[config.mk]
export PLATFORM = sky130hd
export DESIGN_NAME = stack_ptr_unit
export DESIGN_NICKNAME = d
export VERILOG_FILES = /design/src/rtl/stack_ptr_pkg.sv /design/src/rtl/stack_ptr_ctrl.sv /design/src/rtl/stack_ptr_datapath.sv /design/src/rtl/stack_ptr_unit.sv
export SDC_FILE = /design/constraint.sdc
export NUM_CORES = 1
export LEC_CHECK = 0
export ABC_AREA = 1
export BUFFER_PORTS_ARGS = -buffer_cell sky130_fd_sc_hd__buf_4
export CORE_MARGIN = 2
export CORE_UTILIZATION = 55
export DETAILED_ROUTE_END_ITERATION = 12
export GPL_TIMING_DRIVEN = 0
export PLACE_DENSITY_LB_ADDON = 0.08
export SYNTH_ARGS = -nofsm -noshare
export SYNTH_HDL_FRONTEND = slang
export SYNTH_SLANG_ARGS = --single-unit
[constraint.sdc]
create_clock -name clk -period 2.46 [get_ports clk]
set_clock_uncertainty 0.2 [all_clocks]
set_input_delay 0.246 -clock clk [delete_from_list [all_inputs] [get_ports clk]]
set_output_delay 0.246 -clock clk [all_outputs]
set_load 0.005 [all_outputs]
[src/rtl/stack_ptr_pkg.sv]
`timescale 1ns/1ps
package stack_ptr_pkg;

  typedef enum logic [2:0] {
    OP_NONE  = 3'd0,
    OP_PUSH  = 3'd1,
    OP_POP   = 3'd2,
    OP_CALL  = 3'd3,
    OP_RET   = 3'd4,
    OP_WRITE = 3'd5
  } spOp_e;

  typedef struct packed {
    logic dec;
    logic inc;
    logic load;
    logic wide;
  } spStrobe_t;

endpackage

[src/rtl/stack_ptr_ctrl.sv]
`timescale 1ns/1ps
module stack_ptr_ctrl
  import stack_ptr_pkg::*;
(
  input  logic [2:0] opCode,
  input  logic       wide,
  output spStrobe_t  strobes
);

  always_comb begin
    strobes      = '0;
    strobes.wide = wide;
    unique case (opCode)
      OP_PUSH, OP_CALL: strobes.dec  = 1'b1;
      OP_POP,  OP_RET:  strobes.inc  = 1'b1;
      OP_WRITE:         strobes.load = 1'b1;
      default:          ;
    endcase
  end

endmodule

[src/rtl/stack_ptr_datapath.sv]
`timescale 1ns/1ps
module stack_ptr_datapath
  import stack_ptr_pkg::*;
#(
  parameter int DATA_W   = 32,
  parameter int NARROW_W = 16,
  parameter logic [DATA_W-1:0] RESET_SP = '0
) (
  input  logic              clk,
  input  logic              rstN,
  input  spStrobe_t         strobes,
  input  logic [DATA_W-1:0] wrData,
  output logic [DATA_W-1:0] spOut,
  output logic [DATA_W-1:0] accAddr
);

  localparam int HI_W   = DATA_W - NARROW_W;
  localparam int NSTEP  = NARROW_W / 8;
  localparam int WSTEP  = DATA_W / 8;

  logic [DATA_W-1:0]   spQ, spD;
  logic [DATA_W-1:0]   wideDec, wideInc;
  logic [NARROW_W-1:0] narDec, narInc;
  logic [HI_W-1:0]     upperKeep;

  assign upperKeep = spQ[DATA_W-1:NARROW_W];
  assign wideDec   = spQ - DATA_W'(WSTEP);
  assign wideInc   = spQ + DATA_W'(WSTEP);
  assign narDec    = spQ[NARROW_W-1:0] - NARROW_W'(NSTEP);
  assign narInc    = spQ[NARROW_W-1:0] + NARROW_W'(NSTEP);

  always_comb begin
    if (strobes.load)
      spD = strobes.wide ? wrData : {upperKeep, wrData[NARROW_W-1:0]};
    else if (strobes.dec)
      spD = strobes.wide ? wideDec : {upperKeep, narDec};
    else if (strobes.inc)
      spD = strobes.wide ? wideInc : {upperKeep, narInc};
    else
      spD = spQ;
  end

  always_comb begin
    if (strobes.dec)
      accAddr = strobes.wide ? wideDec : {HI_W'(0), narDec};
    else
      accAddr = strobes.wide ? spQ : {HI_W'(0), spQ[NARROW_W-1:0]};
  end

  always_ff @(posedge clk or negedge rstN) begin
    if (!rstN) spQ <= RESET_SP;
    else       spQ <= spD;
  end

  assign spOut = spQ;

endmodule

[src/rtl/stack_ptr_unit.sv]
`timescale 1ns/1ps
module stack_ptr_unit
  import stack_ptr_pkg::*;
#(
  parameter int DATA_W   = 32,
  parameter int NARROW_W = 16,
  parameter logic [DATA_W-1:0] RESET_SP = '0
) (
  input  logic              clk,
  input  logic              rstN,
  input  logic [2:0]        opCode,
  input  logic              wide,
  input  logic [DATA_W-1:0] wrData,
  output logic [DATA_W-1:0] spOut,
  output logic [DATA_W-1:0] accAddr
);

  spStrobe_t strobes;

  stack_ptr_ctrl ctrl_i (
    .opCode (opCode),
    .wide   (wide),
    .strobes(strobes)
  );

  stack_ptr_datapath #(
    .DATA_W  (DATA_W),
    .NARROW_W(NARROW_W),
    .RESET_SP(RESET_SP)
  ) dp_i (
    .clk    (clk),
    .rstN   (rstN),
    .strobes(strobes),
    .wrData (wrData),
    .spOut  (spOut),
    .accAddr(accAddr)
  );

endmodule

Word-level counts from Yosys, hierarchy flattened

Index checks and enable logic that the tools add are counted.

Bits in registers: 32
Bits in latches: 0
RAM bits: 0
Bits in read-only memories: 0
Bits of input ports: 38
Output and inout bits: 64
Word-level logic and storage cells: 30
Memories kept: 0

Add/subtract/negate cells: 4
$mul: 0
Divide/modulo/power cells: 0
Magnitude comparators: 0
Equality and inequality tests: 8
Shift-type cells: 0
Mux-type cells: 12
Bitwise gates (word level): 0
Reduce and logical (&&, ||, !) cells: 4

Operators by type and width:

| cell                                                | number |
|---|---|
| 2-to-1 mux 32 bit                                   | 9 |
| adder 32 x 3 -> 32 bit (second input constant)      | 1 |
| subtractor 32 x 3 -> 32 bit (second input constant) | 1 |
| adder 16 x 2 -> 16 bit (second input constant)      | 1 |
| subtractor 16 x 2 -> 16 bit (second input constant) | 1 |
| == test 3 x 2 -> 1 bit (second input constant)      | 2 |
| == test 3 bit (second input constant)               | 2 |
| inequality test 2 bit (second input constant)       | 3 |
| AND reduction 4 bit                                 | 1 |
| OR reduction 2 bit                                  | 2 |
| == test 3 x 1 -> 1 bit (second input constant)      | 1 |
| 2-to-1 mux 1 bit                                    | 3 |
| nonzero test 3 bit                                  | 1 |

Longest topological paths before layout

Gate-level depths: netlist of run 1.

Depth after elaboration: 6
Depth in mapped cells: 13
Mapped depth without buffers: 12

Modules after synthesis

A second synthesis of run 1 with hierarchy kept.

Cells, all modules: 746
Area total of the unflattened synthesis: 3971.3 um^2

By module, submodules not included:

| module             | instances | cells each | area an instance (um^2) | sequential area each (um^2) |
|---|---|---|---|---|
| stack_ptr_datapath | 1         | 735        | 3925.0                  | 800.8 |
| stack_ptr_ctrl     | 1         | 11         | 46.3                    | 0.0 |

Least setup slack after synthesis of run 1

OpenSTA, ideal clock, no wires.

Path kind: register to output
From: register dp_i.spQ[2] (netlist: dp_i.spOut[2])
To: output accAddr[26]
Arrival time: 1.493 ns
Slack: 0.521 ns
Cell stages (with the launch flop): 10
Cell sequence: dfrtp_1 inv_1 ha_1 nand2_2 nor2_2 nand2_1 nor2_2 nand3b_1 nand3_1 o21ai_0

Longest elaborated chain between the ends: 3

Ends and longest elaborated chain:

| what                        | line                     | RTL |
|---|---|---|
| start, declared             | stack_ptr_datapath.sv:21 | `logic [DATA_W-1:0] spQ, spD;` |
| start signal, assigned      | stack_ptr_datapath.sv:52 | `else spQ <= spD;` |
| subtractor 32 x 3 -> 32 bit | stack_ptr_datapath.sv:27 | `assign wideDec = spQ - DATA_W'(WSTEP);` |
| 2-to-1 mux 32 bit           | stack_ptr_datapath.sv:45 | `accAddr = strobes.wide ? wideDec : {HI_W'(0), narDec};` |
| 2-to-1 mux 32 bit           | stack_ptr_datapath.sv:44 | `if (strobes.dec)` |
| end, declared               | stack_ptr_unit.sv:15     | `output logic [DATA_W-1:0] accAddr` |

No other way between the ends.

Worst setup path after layout of run 1

From: register dp_i.spQ[2] (netlist: dp_i.spOut[2])
To: output accAddr[13]

Longest elaborated chain between the ends: 3
Elaborated cells on any way between the ends: 4
Classes of those cells: add/sub: 2; mux: 2

Ends and longest elaborated chain:

| what                                                                              | line |
|---|---|
| subtractor 32 x 3 -> 32 bit / subtractor 16 x 2 -> 16 bit (equally long branches) | stack_ptr_datapath.sv:27, stack_ptr_datapath.sv:29 |
| 2-to-1 mux 32 bit *                                                               | stack_ptr_datapath.sv:45 |
| 2-to-1 mux 32 bit *                                                               | stack_ptr_datapath.sv:44 |

Every way passes the cells marked *; elsewhere a longest branch is shown, timed or not.

==> impl_metrics.py, run 1 <==
metrics = {
    "clock_tree": {
        "clk_pin_slew_worst_paths_ns": 0.08,
        "cts.path.max_buffers": 2,
        "clock_latency_ns": 0.30,
        "cts_max_level": 2,
        "cts_buffers": 5,
        "clock-root-buffer": "clkbuf_8",
        "cts.sink_count": 32,
        "cts_tree": "done",
    },
    "run_status": {
        "status": "completed",
    },
    "sta": {
        "period_share_pct": 97.3,
        "setup_viol_count_final": 0,
        "slew_viol_final": 0,
        "fmax_mhz": 418,
        "rsz0062_at_grt": "yes",
        "timing.final.ws_setup_ns": 0.0674,
        "hold_viol": 0,
        "slew_headroom_pct": 50.7,
        "tightest_slew_ns": 0.740,
        "period_minus_slack_ns": 2.39,
    },
    "drt": {
        "via_per_inst": 5.71,
        "routed_wl_um": 15200,
        "drt_iter0_drc": 528,
        "drtAntennaViolNets": 0,
        "vias": 5469,
        "wl_per_cell_um": 15.9,
        "route.detailed.drc": 0,
        "drt_pass1_iterations": 5,
    },
    "logic_synthesis": {
        "synth_cell_types": 34,
        "yosysMostFrequentCell": "nand2_1",
        "synth_top_area_share_pct": 22.1,
        "synth_commonest_cells": "nand2_1 (236), nor2_1 (136), nand3_1 (104)",
        "syn_inst": 744,
        "synth_area_leaders": "nand2_1 (22%), dfrtp_1 (20%), nand3_1 (13%)",
        "synth_seq_cells": 32,
        "yosysSeqAreaShare_pct": 20.0,
        "synth_nets": 787,
        "yosys.area.top_type": "nand2_1",
        "async_reset_ff_share_pct": 100,
        "ys.flop_type": "dfrtp_1",
        "synth_edf_count": 0,
        "avgSynthCellArea_um2": 5.39,
        "yosysWarnings": 0,
        "netlist_area_um2": 4010,
    },
    "critical_path": {
        "crit_family": "simple AND/OR/NAND/NOR gates",
        "cp.buffers_inverters": 2,
        "path_cells": "inv_4, ha_2, nand2_1, nand2_2, nand2_4, nor2_2, nand2_1, nand2_1, nand3_1, o21ai_2, buf_4",
        "crit_end": "accAddr[13]",
        "cp.required_ns": 2.01,
        "cp.arrival_ns": 1.95,
        "startpoint": "dp_i.spOut[2]",
        "crit_slowest_cell": "dfrtp_2",
        "rrSetupSlack_ns": 0.32,
        "start_kind": "flip-flop",
        "cp.depth": 11,
        "cpPeakStageDelay_ns": 0.43,
        "reg2regPathDepth": 11,
        "r2r_start": "dp_i.spOut[3]",
        "path_common_cell": "nand2_1",
        "r2r_end": "dp_i.spOut[12]",
        "critical_path.max_fanout": 7,
        "worstSetupEndpointType": "primary output",
        "crit_type": "flip-flop to primary output",
    },
    "die": {
        "die_w_um": 89.4,
        "ios": 102,
        "die_h_um": 89.4,
        "initial_core_util_pct": 56.2,
        "dieArea_um2": 7990,
        "num_rows": 31,
        "coreArea_um2": 7140,
    },
    "global_routing": {
        "antenna_found_initial": 0,
        "grt_pass1_vias": 4804,
        "grt_use_met3_pct": 6.65,
        "grt_pass1_wl_um": 22900,
        "grt_max_degree": 33,
        "busiest_layer": "met2",
        "grt_use_met2_pct": 57.2,
        "grt_use_total_pct": 37.4,
        "gr-total-overflow": 0,
        "met1_usage_pct": 51.4,
    },
    "run": {
        "maxCapViolCount": 0,
    },
    "finish": {
        "final_core_util_pct": 74.8,
        "largest_register_ffs": 32,
        "drive_above_1_share_pct": 27.7,
        "fin_cells": 957,
        "nets": 900,
        "final_area_um2": 5340,
        "antenna_cells": 0,
        "syn2layout_area_growth_pct": 33.1,
    },
    "min_path": {
        "hold_start": "wrData[2]",
        "hold_path_class": "input port to flip-flop",
    },
    "placed_design": {
        "placed_cells_incl_taps": 943,
        "dp_hpwl_um": 11300,
        "gp_congestion": 1.01,
        "place_area_um2": 4880,
        "port_buffers": 100,
        "place_ws_ns": 0.0414,
    },
    "pwr": {
        "total_power_mw": 3.33,
        "cellPowerDensity_nw_per_um2": 623,
        "leakage_nw": 2.63,
        "irDropWorstVdd_mv": 0.564,
    },
}
-- cell type report --
cell class                 instances  area (um^2)
sequential                        32          810
multi-input combinational        616         3080
fill                             611         1800
buffer                            35          181
inverter                          60          235
clock inverter                     2         10.0
timing repair buffer             107          808
tap                               99          124
clock buffer                       6         82.6
-- timing repair --
action | in CTS | in global routing
gates resized for setup | 23 | 89
setup buffers | 2 | 3
endpoints found under the hold margin | 33 | 0
endpoints found under the setup margin | 20 | 20
hold buffers | 2 | 0
pin swaps | 1 | 10
-- worst min-delay path, cell delays in order --
cell and delay (ns):
buf_4 0.07, o211ai_1 0.08, o21ai_0 0.08
-- logic make-up (layout without fill, tap and decap cells) --
group | after synthesis | count (layout) | synth area share, %
AND/OR/NAND/NOR | 526 | 526 | 57.0
buffers and inverters | 96 | 210 | 9.90
adder cells (fa/ha/maj) | 5 | 5 | 1.56
AO/OA/AOI/OAI | 83 | 83 | 11.1
XOR/XNOR | 2 | 2 | 0.437
flip-flops | 32 | 32 | 20.0
-- cell usage in the layout (no fill, tap or decap), types with 5 or more instances in the layout --
cell and n:
dfrtp_1 25, nor2_1 106, buf_2 12, inv_2 10, nand2_1 219, or2_0 7, inv_1 46, clkbuf_1 10
dfrtp_2 7, buf_4 113, nor2_2 22, clkbuf_8 6, a21oi_1 9, o211ai_1 6, nand2_2 18, o21ai_0 42
o21ai_1 16, nand3_1 102, nor2_4 28, nor3_1 5
-- power by group --
group          leakage (nW)  internal (mW)  switching [mW]  total [mW]
Clock                0.0510          0.224           0.241       0.465
Combinational          2.18          0.810            1.24        2.06
Sequential            0.404          0.639           0.167       0.806
-- layer usage --
metal | wire (um) | vias to the layer above | part of all wire [%]
li1 | - | 2604 | -
met1 | 6370 | 2453 | 42
met5 | 0 | - | 0
met2 | 6610 | 340 | 44
met4 | 622 | 0 | 4.1
met3 | 1580 | 72 | 10
-- worst min-delay path by stage --
stage | cells past startpoint | slack, ns | to
floorplan | 0 | -0.25 | dp_i.spOut[0]
finish | 3 | 0.01 | dp_i.spOut[2]
detailed placement | 1 | 0.03 | dp_i.spOut[10]
CTS | 3 | 0.01 | dp_i.spOut[2]
global route | 3 | 0.03 | dp_i.spOut[2]
global placement | 1 | 0.02 | dp_i.spOut[8]
-- per-stage QoR --
| stage | setup TNS [ns] | hold WS, ns |
|---|---|---|
| 6_report | 0 | 0.0102 |
| 5_1_grt | -0.0656 | 0.0252 |
| 4_1_cts | 0 | 0.0116 |
| 3_5_place_dp | 0 | 0.0296 |
| 3_3_place_gp | 0 | 0.0216 |
| 2_1_floorplan | 0 | -0.250 |
Power figures use the tool's default switching activity.
==> run 2: changes to the inputs <==
--- a/config.mk
+++ b/config.mk
@@ -11,7 +11,9 @@
 export CORE_UTILIZATION = 55
 export DETAILED_ROUTE_END_ITERATION = 12
 export GPL_TIMING_DRIVEN = 0
+export MAX_ROUTING_LAYER = met4
 export PLACE_DENSITY_LB_ADDON = 0.08
+export SLEW_MARGIN = 5
 export SYNTH_ARGS = -nofsm -noshare
 export SYNTH_HDL_FRONTEND = slang
 export SYNTH_SLANG_ARGS = --single-unit
==> impl_metrics.py, run 2 (synthesis results as in run 1) <==
metrics = {
    "run_status": {
        "status": "completed",
    },
    "pwr": {
        "cellPowerDensity_nw_per_um2": 630,
        "irDropWorstVdd_mv": 0.566,
        "leakage_nw": 2.65,
        "total_power_mw": 3.39,
    },
    "clock_tree": {
        "cts.sink_count": 32,
        "cts_tree": "done",
        "cts.path.max_buffers": 2,
        "cts_buffers": 5,
        "clk_pin_slew_worst_paths_ns": 0.08,
        "clock-root-buffer": "clkbuf_8",
        "clock_latency_ns": 0.30,
        "cts_max_level": 2,
    },
    "min_path": {
        "hold_start": "wrData[2]",
        "hold_path_class": "input port to flip-flop",
    },
    "placed_design": {
        "place_area_um2": 4880,
        "port_buffers": 100,
        "gp_congestion": 1.01,
        "dp_hpwl_um": 11100,
    },
    "finish": {
        "multi_input_area_um2": 3080,
        "layout_commonest_cell": "nand2_1",
        "nets": 904,
        "regArea_um2": 811,
        "antenna_cells": 0,
        "final_area_um2": 5380,
        "final_cell_mix": "nand2_1 (221), nor2_1 (114), buf_4 (112)",
        "nFillCells": 635,
        "largest_register_ffs": 32,
        "drive_above_1_share_pct": 26.7,
        "syn2layout_area_growth_pct": 34.3,
    },
    "critical_path": {
        "crit_type": "flip-flop to primary output",
        "cp.required_ns": 2.01,
        "worstSetupEndpointType": "primary output",
        "r2r_start": "dp_i.spOut[2]",
        "cp.arrival_ns": 1.97,
        "critical_path.max_fanout": 7,
        "start_kind": "flip-flop",
        "startpoint": "dp_i.spOut[3]",
    },
    "sta": {
        "fmax_mhz": 414,
        "hold_viol": 0,
        "rsz0062_at_grt": "yes",
        "tightest_slew_ns": 0.755,
        "setup_viol_count_final": 0,
        "period_share_pct": 98.1,
        "slew_viol_final": 0,
        "slew_headroom_pct": 49.7,
        "setup_tns_ns": 0,
        "period_minus_slack_ns": 2.41,
    },
    "global_routing": {
        "grt_max_degree": 33,
        "gr-total-overflow": 0,
        "grt_pass1_wl_um": 22900,
        "antenna_found_initial": 0,
        "grt_use_total_pct": 38.4,
        "grt_pass1_vias": 4673,
    },
    "drt": {
        "vias": 5483,
        "route.detailed.drc": 0,
        "drt_iter0_drc": 566,
        "drtAntennaViolNets": 0,
        "drt_pass1_iterations": 5,
        "wl_per_cell_um": 16.1,
        "via_per_inst": 5.71,
        "routed_wl_um": 15400,
    },
    "die": {
        "die_w_um": 89.4,
        "dieArea_um2": 7990,
        "ios": 102,
        "coreArea_um2": 7140,
        "die_h_um": 89.4,
        "num_rows": 31,
        "initial_core_util_pct": 56.2,
    },
    "run": {
        "maxCapViolCount": 0,
    },
}
[run 2: critical path, stage by stage (launching register included)]
cell,delay (ns)
dfrtp_2,0.48
inv_4,0.10
ha_4,0.19
nand2_8,0.08
nor2_4,0.15
nand2_1,0.10
nor2_2,0.11
nand3_1,0.08
nand3_1,0.10
o21ai_1,0.10
buf_4,0.17
[run 2: timing repair]
action / CTS / global route
buffers inserted: 0 / 9
hold endpoints to repair: 33 / 0
setup endpoints to repair: 20 / 20
gates resized for setup: 22 / 89
hold buffers: 2 / 0
pin swaps: 2 / 17
[run 2: metrics by stage]
step / hold WS, ns / setup slack [ns] / util, % / cells
detailed placement: 0.0375 / 0.0326 / 68.4 / 943
global route: 0.0240 / -0.0531 / 75.4 / 961
finish: 0.00802 / 0.0464 / 75.4 / 961
floorplan: -0.250 / 0.521 / - / 744
CTS: 0.0154 / -0.0192 / 70.8 / 953
global placement: 0.0206 / 0.0784 / 68.4 / 943
[run 2: power by group]
group	total (mW)	leakage, nW	switching, mW	internal (mW)
combinational	2.11	2.20	1.26	0.844
clock	0.466	0.0455	0.237	0.229
sequential	0.822	0.403	0.182	0.640
[run 2: final cells by class]
| type | count | share of cell area, % |
|---|---|---|
| multi-input combinational | 616 | 57.2 |
| tap | 99 | 2.30 |
| clock buffer | 8 | 1.67 |
| sequential | 32 | 15.1 |
| buffer | 35 | 3.53 |
| timing repair buffer | 111 | 15.9 |
| inverter | 60 | 4.37 |
[run 2: path summary, 6_finish.rpt]
path | endpoint | slack (ns) | depth (start not counted)
min in group asynchronous | dp_i.spOut[7] | 0.23 | 2
min reg2reg | dp_i.spOut[0] | 0.30 | 2
max reg2reg | dp_i.spOut[12] | 0.34 | 10
max in group asynchronous | dp_i.spOut[1] | 1.47 | 2
min | dp_i.spOut[2] | 0.008 | 3
max | accAddr[28] | 0.05 | 10
[run 2: routing by layer]
| layer | vias to the layer above | share of wire [%] | GRT usage, % |
|---|---|---|---|
| met4 | 0 | 3.2 | 12.5 |
| met5 | - | 0 | - |
| met3 | 51 | 11 | 7.02 |
| met1 | 2457 | 41 | 51.7 |
| met2 | 350 | 45 | 58.0 |
| li1 | 2625 | - | - |
